[src/rtl/spi_mem_pkg.sv]
package spi_mem_pkg;

    typedef enum logic [2:0] {
        ST_IDLE,
        ST_OPCODE,
        ST_ADDR,
        ST_WDATA,
        ST_RDATA,
        ST_SRD,
        ST_SWR,
        ST_DISCARD
    } ctl_state_e;

    localparam logic [7:0] CMD_LATCH_SET  = 8'h06;
    localparam logic [7:0] CMD_LATCH_CLR  = 8'h04;
    localparam logic [7:0] CMD_STAT_READ  = 8'h05;
    localparam logic [7:0] CMD_STAT_WRITE = 8'h01;
    localparam logic [7:0] CMD_ARR_READ   = 8'h03;
    localparam logic [7:0] CMD_ARR_WRITE  = 8'h02;

endpackage

[src/rtl/spi_mem_sync.sv]
module spi_mem_sync #(
    parameter int SYNC_STAGES = 2
) (
    input  logic clk,
    input  logic rst_n,
    input  logic sck_i,
    input  logic csn_i,
    input  logic si_i,
    input  logic holdn_i,
    output logic sck_rise,
    output logic sck_fall,
    output logic cs_start,
    output logic cs_end,
    output logic cs_active,
    output logic si_bit,
    output logic hold_ok
);

    localparam int PINS = 4;
    localparam int CW   = SYNC_STAGES * PINS;
    // {holdn, si, csn, sck}
    localparam logic [PINS-1:0] PIN_RST = 4'b1010;

    logic [PINS-1:0] raw_pins;
    logic [PINS-1:0] synced;
    logic [CW-1:0]   chain_q;
    logic            sck_q;
    logic            csn_eff_q;
    logic            csn_seen_q;

    assign raw_pins = {holdn_i, si_i, csn_i, sck_i};

    generate
        if (SYNC_STAGES == 1) begin : g_one_stage
            always_ff @(posedge clk or negedge rst_n) begin
                if (!rst_n) chain_q <= PIN_RST;
                else        chain_q <= raw_pins;
            end
        end else begin : g_multi_stage
            always_ff @(posedge clk or negedge rst_n) begin
                if (!rst_n) chain_q <= {SYNC_STAGES{PIN_RST}};
                else        chain_q <= {chain_q[CW-PINS-1:0], raw_pins};
            end
        end
    endgenerate

    assign synced  = chain_q[CW-1 -: PINS];
    assign hold_ok = synced[3];
    assign si_bit  = synced[2];

    always_ff @(posedge clk or negedge rst_n) begin
        if (!rst_n) begin
            sck_q      <= 1'b0;
            csn_eff_q  <= 1'b1;
            csn_seen_q <= 1'b1;
        end else begin
            sck_q <= synced[0];
            if (hold_ok) begin
                csn_eff_q  <= synced[1];
                csn_seen_q <= csn_eff_q;
            end
        end
    end

    assign sck_rise  = hold_ok &  synced[0] & ~sck_q;
    assign sck_fall  = hold_ok & ~synced[0] &  sck_q;
    assign cs_start  = hold_ok &  csn_seen_q & ~csn_eff_q;
    assign cs_end    = hold_ok & ~csn_seen_q &  csn_eff_q;
    assign cs_active = ~csn_eff_q;

endmodule

[src/rtl/spi_mem_ctrl.sv]
module spi_mem_ctrl
    import spi_mem_pkg::*;
#(
    parameter int ADDR_W     = 18,
    parameter int ADDR_BYTES = 3
) (
    input  logic              clk,
    input  logic              rst_n,
    input  logic              sck_rise,
    input  logic              sck_fall,
    input  logic              cs_start,
    input  logic              cs_end,
    input  logic              cs_active,
    input  logic              si_bit,
    input  logic              hold_ok,
    input  logic [7:0]        stat_i,
    input  logic              stat_wr_allow_i,
    input  logic              arr_wr_allow_i,
    input  logic [7:0]        mem_rdata_i,
    output logic              so_o,
    output logic              so_oe_o,
    output logic              wel_o,
    output logic              stat_we_o,
    output logic [7:0]        stat_wdata_o,
    output logic              mem_we_o,
    output logic [ADDR_W-1:0] mem_addr_o,
    output logic [7:0]        mem_wdata_o
);

    localparam int ABW = (ADDR_BYTES > 1) ? $clog2(ADDR_BYTES) : 1;
    localparam logic [ABW-1:0] ABYTE_LAST = ABW'(ADDR_BYTES - 1);

    ctl_state_e        state_q, state_d;
    logic [2:0]        bit_q;
    logic [7:0]        sh_q;
    logic [ABW-1:0]    abyte_q;
    logic [ADDR_W-1:0] addr_q;
    logic [ADDR_W-1:0] wa_q;
    logic [7:0]        wd_q;
    logic              is_wr_q;
    logic              wel_q;
    logic              clr_pend_q;
    logic [7:0]        osh_q;
    logic              so_q;
    logic              mem_we_q;
    logic              stat_we_q;
    logic [7:0]        stat_wd_q;

    logic       last_bit;
    logic [7:0] byte_in;
    logic [7:0] out_src;
    logic       shifting;
    logic       reading;

    assign last_bit = (bit_q == 3'd7);
    assign byte_in  = {sh_q[6:0], si_bit};
    assign reading  = (state_q == ST_RDATA) || (state_q == ST_SRD);
    assign out_src  = (state_q == ST_SRD) ? stat_i : mem_rdata_i;
    assign shifting = (state_q != ST_IDLE) && (state_q != ST_DISCARD);

    function automatic ctl_state_e cmd_target(input logic [7:0] cmd);
        unique case (cmd)
            CMD_ARR_READ, CMD_ARR_WRITE: cmd_target = ST_ADDR;
            CMD_STAT_READ:               cmd_target = ST_SRD;
            CMD_STAT_WRITE:              cmd_target = ST_SWR;
            default:                     cmd_target = ST_DISCARD;
        endcase
    endfunction

    // next-state logic
    always_comb begin
        state_d = state_q;
        if (cs_end) begin
            state_d = ST_IDLE;
        end else begin
            unique case (state_q)
                ST_IDLE:   if (cs_start) state_d = ST_OPCODE;
                ST_OPCODE: if (sck_rise && last_bit) state_d = cmd_target(byte_in);
                ST_ADDR:   if (sck_rise && last_bit && abyte_q == ABYTE_LAST)
                               state_d = is_wr_q ? ST_WDATA : ST_RDATA;
                ST_SWR:    if (sck_rise && last_bit) state_d = ST_DISCARD;
                default:   state_d = state_q;
            endcase
        end
    end

    // state register
    always_ff @(posedge clk or negedge rst_n) begin
        if (!rst_n) state_q <= ST_IDLE;
        else        state_q <= state_d;
    end

    // datapath and registered outputs
    always_ff @(posedge clk or negedge rst_n) begin
        if (!rst_n) begin
            bit_q      <= 3'd0;
            sh_q       <= 8'd0;
            abyte_q    <= '0;
            addr_q     <= '0;
            wa_q       <= '0;
            wd_q       <= 8'd0;
            is_wr_q    <= 1'b0;
            wel_q      <= 1'b0;
            clr_pend_q <= 1'b0;
            osh_q      <= 8'd0;
            so_q       <= 1'b0;
            mem_we_q   <= 1'b0;
            stat_we_q  <= 1'b0;
            stat_wd_q  <= 8'd0;
        end else begin
            mem_we_q  <= 1'b0;
            stat_we_q <= 1'b0;
            if (cs_start) begin
                bit_q   <= 3'd0;
                abyte_q <= '0;
            end
            if (cs_end) begin
                bit_q   <= 3'd0;
                abyte_q <= '0;
                if (clr_pend_q) begin
                    wel_q      <= 1'b0;
                    clr_pend_q <= 1'b0;
                end
            end else if (sck_rise && shifting) begin
                bit_q <= bit_q + 3'd1;
                sh_q  <= byte_in;
                if (state_q == ST_ADDR) addr_q <= {addr_q[ADDR_W-2:0], si_bit};
                if (last_bit) begin
                    unique case (state_q)
                        ST_OPCODE: begin
                            if (byte_in == CMD_LATCH_SET) wel_q <= 1'b1;
                            if (byte_in == CMD_LATCH_CLR) wel_q <= 1'b0;
                            is_wr_q <= (byte_in == CMD_ARR_WRITE);
                            if (byte_in == CMD_ARR_WRITE || byte_in == CMD_STAT_WRITE)
                                clr_pend_q <= 1'b1;
                        end
                        ST_ADDR: abyte_q <= abyte_q + 1'b1;
                        ST_WDATA: begin
                            if (wel_q && arr_wr_allow_i) begin
                                mem_we_q <= 1'b1;
                                wa_q     <= addr_q;
                                wd_q     <= byte_in;
                            end
                            addr_q <= addr_q + 1'b1;
                        end
                        ST_RDATA: addr_q <= addr_q + 1'b1;
                        ST_SWR: begin
                            if (wel_q && stat_wr_allow_i) begin
                                stat_we_q <= 1'b1;
                                stat_wd_q <= byte_in;
                            end
                        end
                        default: ;
                    endcase
                end
            end else if (sck_fall && reading) begin
                if (bit_q == 3'd0) begin
                    so_q  <= out_src[7];
                    osh_q <= {out_src[6:0], 1'b0};
                end else begin
                    so_q  <= osh_q[7];
                    osh_q <= {osh_q[6:0], 1'b0};
                end
            end
        end
    end

    assign so_o         = so_q;
    assign so_oe_o      = cs_active && hold_ok && reading;
    assign wel_o        = wel_q;
    assign stat_we_o    = stat_we_q;
    assign stat_wdata_o = stat_wd_q;
    assign mem_we_o     = mem_we_q;
    assign mem_addr_o   = mem_we_q ? wa_q : addr_q;
    assign mem_wdata_o  = wd_q;


    oe_when_deselected_chk: assert property (@(posedge clk) disable iff (!rst_n)
        !cs_active |-> !so_oe_o);


    hold_freeze_chk: assert property (@(posedge clk) disable iff (!rst_n)
        !hold_ok |=> ($stable(state_q) && $stable(addr_q)));


    write_pulse_width_chk: assert property (@(posedge clk) disable iff (!rst_n)
        mem_we_o |=> !mem_we_o);


    write_from_data_phase_chk: assert property (@(posedge clk) disable iff (!rst_n)
        mem_we_o |-> ($past(state_q) == ST_WDATA));


    discard_quiet_chk: assert property (@(posedge clk) disable iff (!rst_n)
        (state_q == ST_DISCARD) |-> (!so_oe_o && !mem_we_o));


    status_write_latch_chk: assert property (@(posedge clk) disable iff (!rst_n)
        stat_we_o |-> $past(wel_q));

endmodule

[src/rtl/spi_mem_front.sv]
module spi_mem_front #(
    parameter int ADDR_W      = 18,
    parameter int ADDR_BYTES  = 3,
    parameter int SYNC_STAGES = 2
) (
    input  logic              clk,
    input  logic              rst_n,
    input  logic              sck_i,
    input  logic              csn_i,
    input  logic              si_i,
    input  logic              holdn_i,
    output logic              so_o,
    output logic              so_oe_o,
    output logic              wel_o,
    input  logic [7:0]        stat_i,
    input  logic              stat_wr_allow_i,
    output logic              stat_we_o,
    output logic [7:0]        stat_wdata_o,
    input  logic              arr_wr_allow_i,
    output logic              mem_we_o,
    output logic [ADDR_W-1:0] mem_addr_o,
    output logic [7:0]        mem_wdata_o,
    input  logic [7:0]        mem_rdata_i
);

    logic sck_rise, sck_fall, cs_start, cs_end, cs_active, si_bit, hold_ok;

    spi_mem_sync #(.SYNC_STAGES(SYNC_STAGES)) sync_i (
        .clk       (clk),
        .rst_n     (rst_n),
        .sck_i     (sck_i),
        .csn_i     (csn_i),
        .si_i      (si_i),
        .holdn_i   (holdn_i),
        .sck_rise  (sck_rise),
        .sck_fall  (sck_fall),
        .cs_start  (cs_start),
        .cs_end    (cs_end),
        .cs_active (cs_active),
        .si_bit    (si_bit),
        .hold_ok   (hold_ok)
    );

    spi_mem_ctrl #(.ADDR_W(ADDR_W), .ADDR_BYTES(ADDR_BYTES)) ctrl_i (
        .clk             (clk),
        .rst_n           (rst_n),
        .sck_rise        (sck_rise),
        .sck_fall        (sck_fall),
        .cs_start        (cs_start),
        .cs_end          (cs_end),
        .cs_active       (cs_active),
        .si_bit          (si_bit),
        .hold_ok         (hold_ok),
        .stat_i          (stat_i),
        .stat_wr_allow_i (stat_wr_allow_i),
        .arr_wr_allow_i  (arr_wr_allow_i),
        .mem_rdata_i     (mem_rdata_i),
        .so_o            (so_o),
        .so_oe_o         (so_oe_o),
        .wel_o           (wel_o),
        .stat_we_o       (stat_we_o),
        .stat_wdata_o    (stat_wdata_o),
        .mem_we_o        (mem_we_o),
        .mem_addr_o      (mem_addr_o),
        .mem_wdata_o     (mem_wdata_o)
    );

endmodule

[config.mk]
export PLATFORM = sky130hd
export DESIGN_NAME = spi_mem_front
export DESIGN_NICKNAME = d
export VERILOG_FILES = /design/src/rtl/spi_mem_pkg.sv /design/src/rtl/spi_mem_sync.sv /design/src/rtl/spi_mem_ctrl.sv /design/src/rtl/spi_mem_front.sv
export SDC_FILE = /design/constraint.sdc
export NUM_CORES = 1
export LEC_CHECK = 0
export ABC_CLOCK_PERIOD_IN_PS = 4900
export BUFFER_PORTS_ARGS = -buffer_cell sky130_fd_sc_hd__buf_2
export CAP_MARGIN = 20
export CORE_AREA = 2 2 108 110
export CTS_BUF_LIST = sky130_fd_sc_hd__clkbuf_8
export DETAILED_ROUTE_END_ITERATION = 6
export DIE_AREA = 0 0 110 112
export PLACE_DENSITY = 0.58
export SETUP_SLACK_MARGIN = 0.3
export SLEW_MARGIN = 20
export SYNTH_ARGS = -nofsm -noshare
export SYNTH_HDL_FRONTEND = slang
export SYNTH_SLANG_ARGS = --single-unit
[constraint.sdc]
create_clock -name clk -period 4.9 [get_ports clk]
set_clock_uncertainty 0.15 [all_clocks]
set_input_delay 0.245 -clock clk [delete_from_list [all_inputs] [get_ports clk]]
set_output_delay 0.245 -clock clk [all_outputs]
set_load 0.01 [all_outputs]
Word level (Yosys, flattened, before mapping)
Index checks and enable logic that the tools add are counted.
{"block": "word_totals", "inputBits": 24, "output_inout_bits": 39, "wordCells": 132, "reg_bits": 92}
{"block": "classes", "reduce_logical": 31, "n_mux": 45, "add_sub_neg": 3, "eq_ne": 20, "n_bitwise": 14}
{"op": "$mux W18", "n": 4}
{"op": "$mux W3", "n": 9}
{"op": "$eq A8 B3 Y1 const B", "n": 3}
{"op": "$mux W1", "n": 23}
{"op": "$reduce_and A5 Y1", "n": 4}
{"op": "$add A18 B1 Y18 const B", "n": 1}
{"op": "$eq A8 B2 Y1 const B", "n": 2}
{"op": "$mux W8", "n": 2}
{"op": "$eq A3 B3 Y1 const B", "n": 4}
{"op": "$pmux W3 S4", "n": 1}
{"op": "$mux W2", "n": 5}
{"op": "$logic_and A1 B1 Y1", "n": 9}
{"op": "$ne A3 B2 Y1 const B", "n": 3}
{"op": "$pmux W3 S3", "n": 1}
{"op": "$reduce_bool A3 Y1", "n": 3}
{"op": "$and A1 B1 Y1", "n": 8}
{"op": "$eq A8 B1 Y1 const B", "n": 1}
{"op": "$reduce_and A4 Y1", "n": 2}
{"op": "$reduce_bool A2 Y1", "n": 4}
{"op": "$eq A3 B2 Y1 const B", "n": 2}
{"op": "$logic_not A3 Y1", "n": 2}
{"op": "$ne A3 B3 Y1 const B", "n": 2}
{"op": "$not A1 Y1", "n": 6}
{"op": "$reduce_bool A5 Y1", "n": 1}
{"op": "other kinds (9)", "n": 11}

Depth between registers and ports, before layout
{"block": "logic_depth", "word_depth": 7, "ltp_mapped": 8}

Hierarchy
From an unflattened synthesis, not the netlist that was laid out.
{"block": "hier_totals", "hier_cells": 437, "hier_area_um2": 4687.0}
{"module": "spi_mem_ctrl", "cells_per_inst": 419, "seq_area_each_um2": 2001.9, "instances": 1, "area_each_um2": 4337.9}
{"module": "spi_mem_sync", "cells_per_inst": 18, "seq_area_each_um2": 282.8, "instances": 1, "area_each_um2": 349.1}

Least setup slack after synthesis
Ideal clock, no wire load.
{"block": "synth_timing", "path_kind": "register -> register", "from": "register sync_i.chain_q[7]", "to": "register ctrl_i.wd_q[0], in the netlist ctrl_i.mem_wdata_o[0]", "arrival_ps": 1855, "setup_time_ps": 125, "path_buffers": 3, "path_stages_with_launch": 9, "setup_slack_ps": 2770, "cell_sequence": "dfstp_2 -> buf_2 -> nand3b_1 -> nor2_1 -> and3_1 -> and4_1 -> buf_4 -> buf_4 -> mux2_2"}
{"block": "synth_via", "elab_chain_cells": 4, "elab_cells_between_ends": 7}
{"item": "from (decl)", "line_no": "spi_mem_sync.sv:26", "source": "logic [CW-1:0] chain_q;"}
{"item": "from (signal assigned)", "line_no": "spi_mem_sync.sv:41", "source": "if (!rst_n) chain_q <= {SYNC_STAGES{PIN_RST}};"}
{"item": "from (signal assigned)", "line_no": "spi_mem_sync.sv:42", "source": "else chain_q <= {chain_q[CW-PINS-1:0], raw_pins};"}
{"item": "$and A1 B1 Y1, on equally long branches (2 in a row)", "line_no": "spi_mem_sync.sv:65, spi_mem_sync.sv:68"}
{"item": "$logic_and A1 B1 Y1 or $not A1 Y1 (tied branches)"}
{"item": "$reduce_and A5 Y1 (no source line) *"}
{"item": "to (signal assigned)", "line_no": "spi_mem_ctrl.sv:142", "source": "wd_q <= byte_in;"}
{"item": "to (decl)", "line_no": "spi_mem_ctrl.sv:39", "source": "logic [7:0] wd_q;"}
Mark *: on every way between the ends. The rest lies on a longest branch, timed or not.
A chain may end at the register's enable or synchronous reset.

Worst setup path in the final report
{"block": "layout_timing", "from": "register ctrl_i.state_q[2]", "to": "register ctrl_i.addr_q[16]"}
{"block": "layout_via", "elab_chain_cells": 4, "elab_cells_between_ends": 12}
{"item": "from (decl)", "line_no": "spi_mem_ctrl.sv:33", "source": "ctl_state_e state_q, state_d;"}
{"item": "from (signal assigned)", "line_no": "spi_mem_ctrl.sv:90", "source": "else state_q <= state_d;"}
{"item": "$eq A3 B2 Y1 (tied with other cells)", "line_no": "spi_mem_ctrl.sv:127", "source": "if (state_q == ST_ADDR) addr_q <= {addr_q[ADDR_W-2:0], si_bit};"}
{"item": "$mux W18 (tied with other cells)", "line_no": "spi_mem_ctrl.sv:127"}
{"item": "$mux W18 or $logic_and A1 B1 Y1 (tied branches)"}
{"item": "$mux W18 or $reduce_and A2 Y1 (tied branches)"}
{"item": "to (signal assigned)", "line_no": "spi_mem_ctrl.sv:127"}
{"item": "to (signal assigned)", "line_no": "spi_mem_ctrl.sv:144", "source": "addr_q <= addr_q + 1'b1;"}
{"item": "to (signal assigned)", "line_no": "spi_mem_ctrl.sv:146", "source": "ST_RDATA: addr_q <= addr_q + 1'b1;"}
{"item": "to (decl)", "line_no": "spi_mem_ctrl.sv:37", "source": "logic [ADDR_W-1:0] addr_q;"}
Several ways; a longest one is shown, not always the timed one.

==> run metrics <==
smallest setup slack after layout approximately 2.4 ns; routed vias 3453; crit-path leading delay family simple AND/OR/NAND/NOR gates; Crit. End Element register; crit path launch type register; Pwr per Cell Area between 300 and 400 mW/mm^2; VDD IR-drop max about 0.18 mV; detailed-route wire length slightly above 10 mm; initial DRC count 209; post-route minimum period around 2.5 ns; CP Max Fanout 18; # H-tree levels 3; clk sinks 91; worst reg2reg setup slack around 2.4 ns; Avg Inst Size Synth 10.85 um^2; register area share after synthesis 49.67%; vias in the first global route 3420; Mapped Area 0.004599 mm^2; Area Overhead vs Synth 13.77%; Routed met1 length ~4.7 mm; crit share post-route approximately half; Residual DRC 0; Core ar. 0.01117 mm^2; Post-CTS Resized 0; Synth top area share 46.25%; Yosys cell types 55; Worst Path Arrival about 2.6 ns; WP depth 4; antenna violations before repair 0; Via density roughly 5.5; CP max stage cell or4_1; fillers 1070; FP Rows 39; leading area contributor after synthesis dfrtp_1; total iterations of the first detailed-routing run 4; Root Buffer clkbuf_8; GR Util All Layers 17.96%; pre-CTS setup slack approximately 2.4 ns; Hold Path Class in -> reg; Lkg Pwr between 2 and 3 nW; crit-path max cell delay 0.86 ns; endpoints failing setup 0; synth warn 0; GP Congestion approximately 0.85; Synth area leaders dfrtp_1, mux2_2, nand2_1, dfstp_2, a21oi_1; area post-placement ~0.0050 mm^2; initial core utilization between 40% and 50%; CP Class reg -> reg; Syn Nets between 400 and 500; Synth Flop Type dfrtp_1; Die Wd between 100 and 150 um; crit path from ctrl_i.state_q[2]; Final Max Tran Viols 0; asr flop ratio synth 100.0%; first-pass GRT wire length 17.28 mm; Post-synth EDFFs 0; reg-to-reg endpoint ctrl_i.addr_q[16]; Max-Cap Viols 0; die height around 110 um; Num CTS Buffers 9; largest net degree at the start of global routing 50; HPWL Detailed between 6 and 7 mm; Die ar. approximately 0.012 mm^2; Non-Filler Cell Area, Final ~0.0052 mm^2; top sig layer met4; clock buffer depth 2; FF-to-FF path depth 4; number of port buffers 62; setup TNS 0 ns; Antenna Nets Post-Route 0; Fin. Hold Viols 0; fmax 399.3 MHz; Ports 63; met2 routed WL between 4 and 5 mm; Rel. slew slack roughly 46%; reg2reg start ctrl_i.state_q[2]; top post-synthesis cells by count dfrtp_1, mux2_2, nand2_1, a21oi_1, o21ai_0; final design utilization 46.83%; GRT Residual Overflow 0; Clock Pin Slew Worst Setup and Hold Paths 0.09 ns; clock tree from TritonCTS yes; wire length on met3 between 500 and 600 um; most frequent cell after synthesis dfrtp_1; clock latency on the worst-skew pair about 0.36 ns; critical path, cell by cell and3_1, or4_1, nor3_1, a211oi_1; WP data required ~5.0 ns; RSZ-0062 raised after global routing no; count of buffer and inverter cells on the critical path 0; Mapped Cells roughly 420; layout cell share with drive strength beyond 1 32.72%; routed len/inst ~16 um; Layout Nets just over 500; status completed; critical path endpoint ctrl_i.addr_q[16]; Slew @ Worst Pin 0.8174 ns; Seq cells post-synth 91; ANT cells 0
worst reg2reg max path, stage by stage (launching register included):
cell      delay (ns)
dfrtp_1         0.54
and3_1          0.30
or4_1           0.86
nor3_1          0.40
a211oi_1        0.13
through the flow:
step	std cells	hold slack, ns	power, mW
2_1_floorplan	424	-0.2006	1.420
3_3_place_gp	608	0.1307	1.597
3_5_place_dp	608	0.1292	1.612
4_1_cts	629	0.1113	2.110
5_1_grt	629	0.1415	2.248
6_report	629	0.1237	2.089
kinds of logic (layout without fill, tap and decap cells):
family	Yosys count	count (layout)	share of synthesized area, %
compound gates	87	87	11.94
mux	72	72	17.38
flops	91	91	49.67
buf+inv	34	96	3.672
simple gates	133	133	15.59
xor+xnor	2	2	0.3809
fa+ha+maj	5	5	1.360
state kept, by name, indices dropped and copies added, names as in the netlist, 2 cells and up:
signal,flops
ctrl_i.abyte_q,2
ctrl_i.addr_q,18
ctrl_i.bit_q,3
ctrl_i.mem_wdata_o,8
ctrl_i.osh_q,7
ctrl_i.sh_q,7
ctrl_i.stat_wdata_o,8
ctrl_i.state_q,3
ctrl_i.wa_q,18
sync_i.chain_q,8
layout make-up:
class                      instances  area [um^2]  area share, %
clock buffer                       9        123.9          2.367
sequential                        91         2285          43.66
timing repair buffer              72        400.4          7.652
tap                              143        178.9          3.419
multi-input combinational        299         2152          41.13
clock inverter                     7        62.56          1.196
inverter                           8        30.03         0.5739
power breakdown:
group / leakage, nW / internal, mW / total, mW / switching, mW
registers: 1.22 / 0.872 / 1.07 / 0.193
clock network: 0.103 / 0.230 / 0.488 / 0.258
logic: 1.23 / 0.249 / 0.536 / 0.287
per-layer routing:
metal / GRT usage, % / vias up
met5: 0 / -
met4: 6.835 / 0
met3: 4.450 / 16
met2: 26.83 / 88
met1: 25.10 / 1693
li1: - / 1656
placed cells by master, fill, tap and decap left out, types with 7 or more instances in the layout:
cell      Yosys  layout
buf_2         9      61
nand2_1      52      52
clkbuf_8      0       9
o21ai_0      25      25
mux2i_1       9       9
dfrtp_1      85      85
mux2_2       63      63
a21oi_1      26      26
nor3_1        8       8
inv_1         7      10
nand3_1       7       7
nor2_1       20      20
what timing repair did:
action / in CTS / in global routing
hold endpoints to repair: 40 / 0
hold buffers: 5 / 0
buffers inserted: 0 / 0
worst min-delay path by stage:
stage / from / to / slack [ns] / cells past startpoint
after floorplan: rst_n / ctrl_i.abyte_q[0] / -0.20 / 0
after global placement: rst_n / ctrl_i.abyte_q[1] / 0.13 / 1
after detailed placement: rst_n / ctrl_i.abyte_q[0] / 0.13 / 1
after CTS: mem_rdata_i[0] / ctrl_i.osh_q[1] / 0.11 / 4
after global routing: stat_i[0] / ctrl_i.osh_q[1] / 0.14 / 4
final: mem_rdata_i[0] / ctrl_i.osh_q[1] / 0.12 / 4
Note: power is estimated with default switching activity, not from simulation.
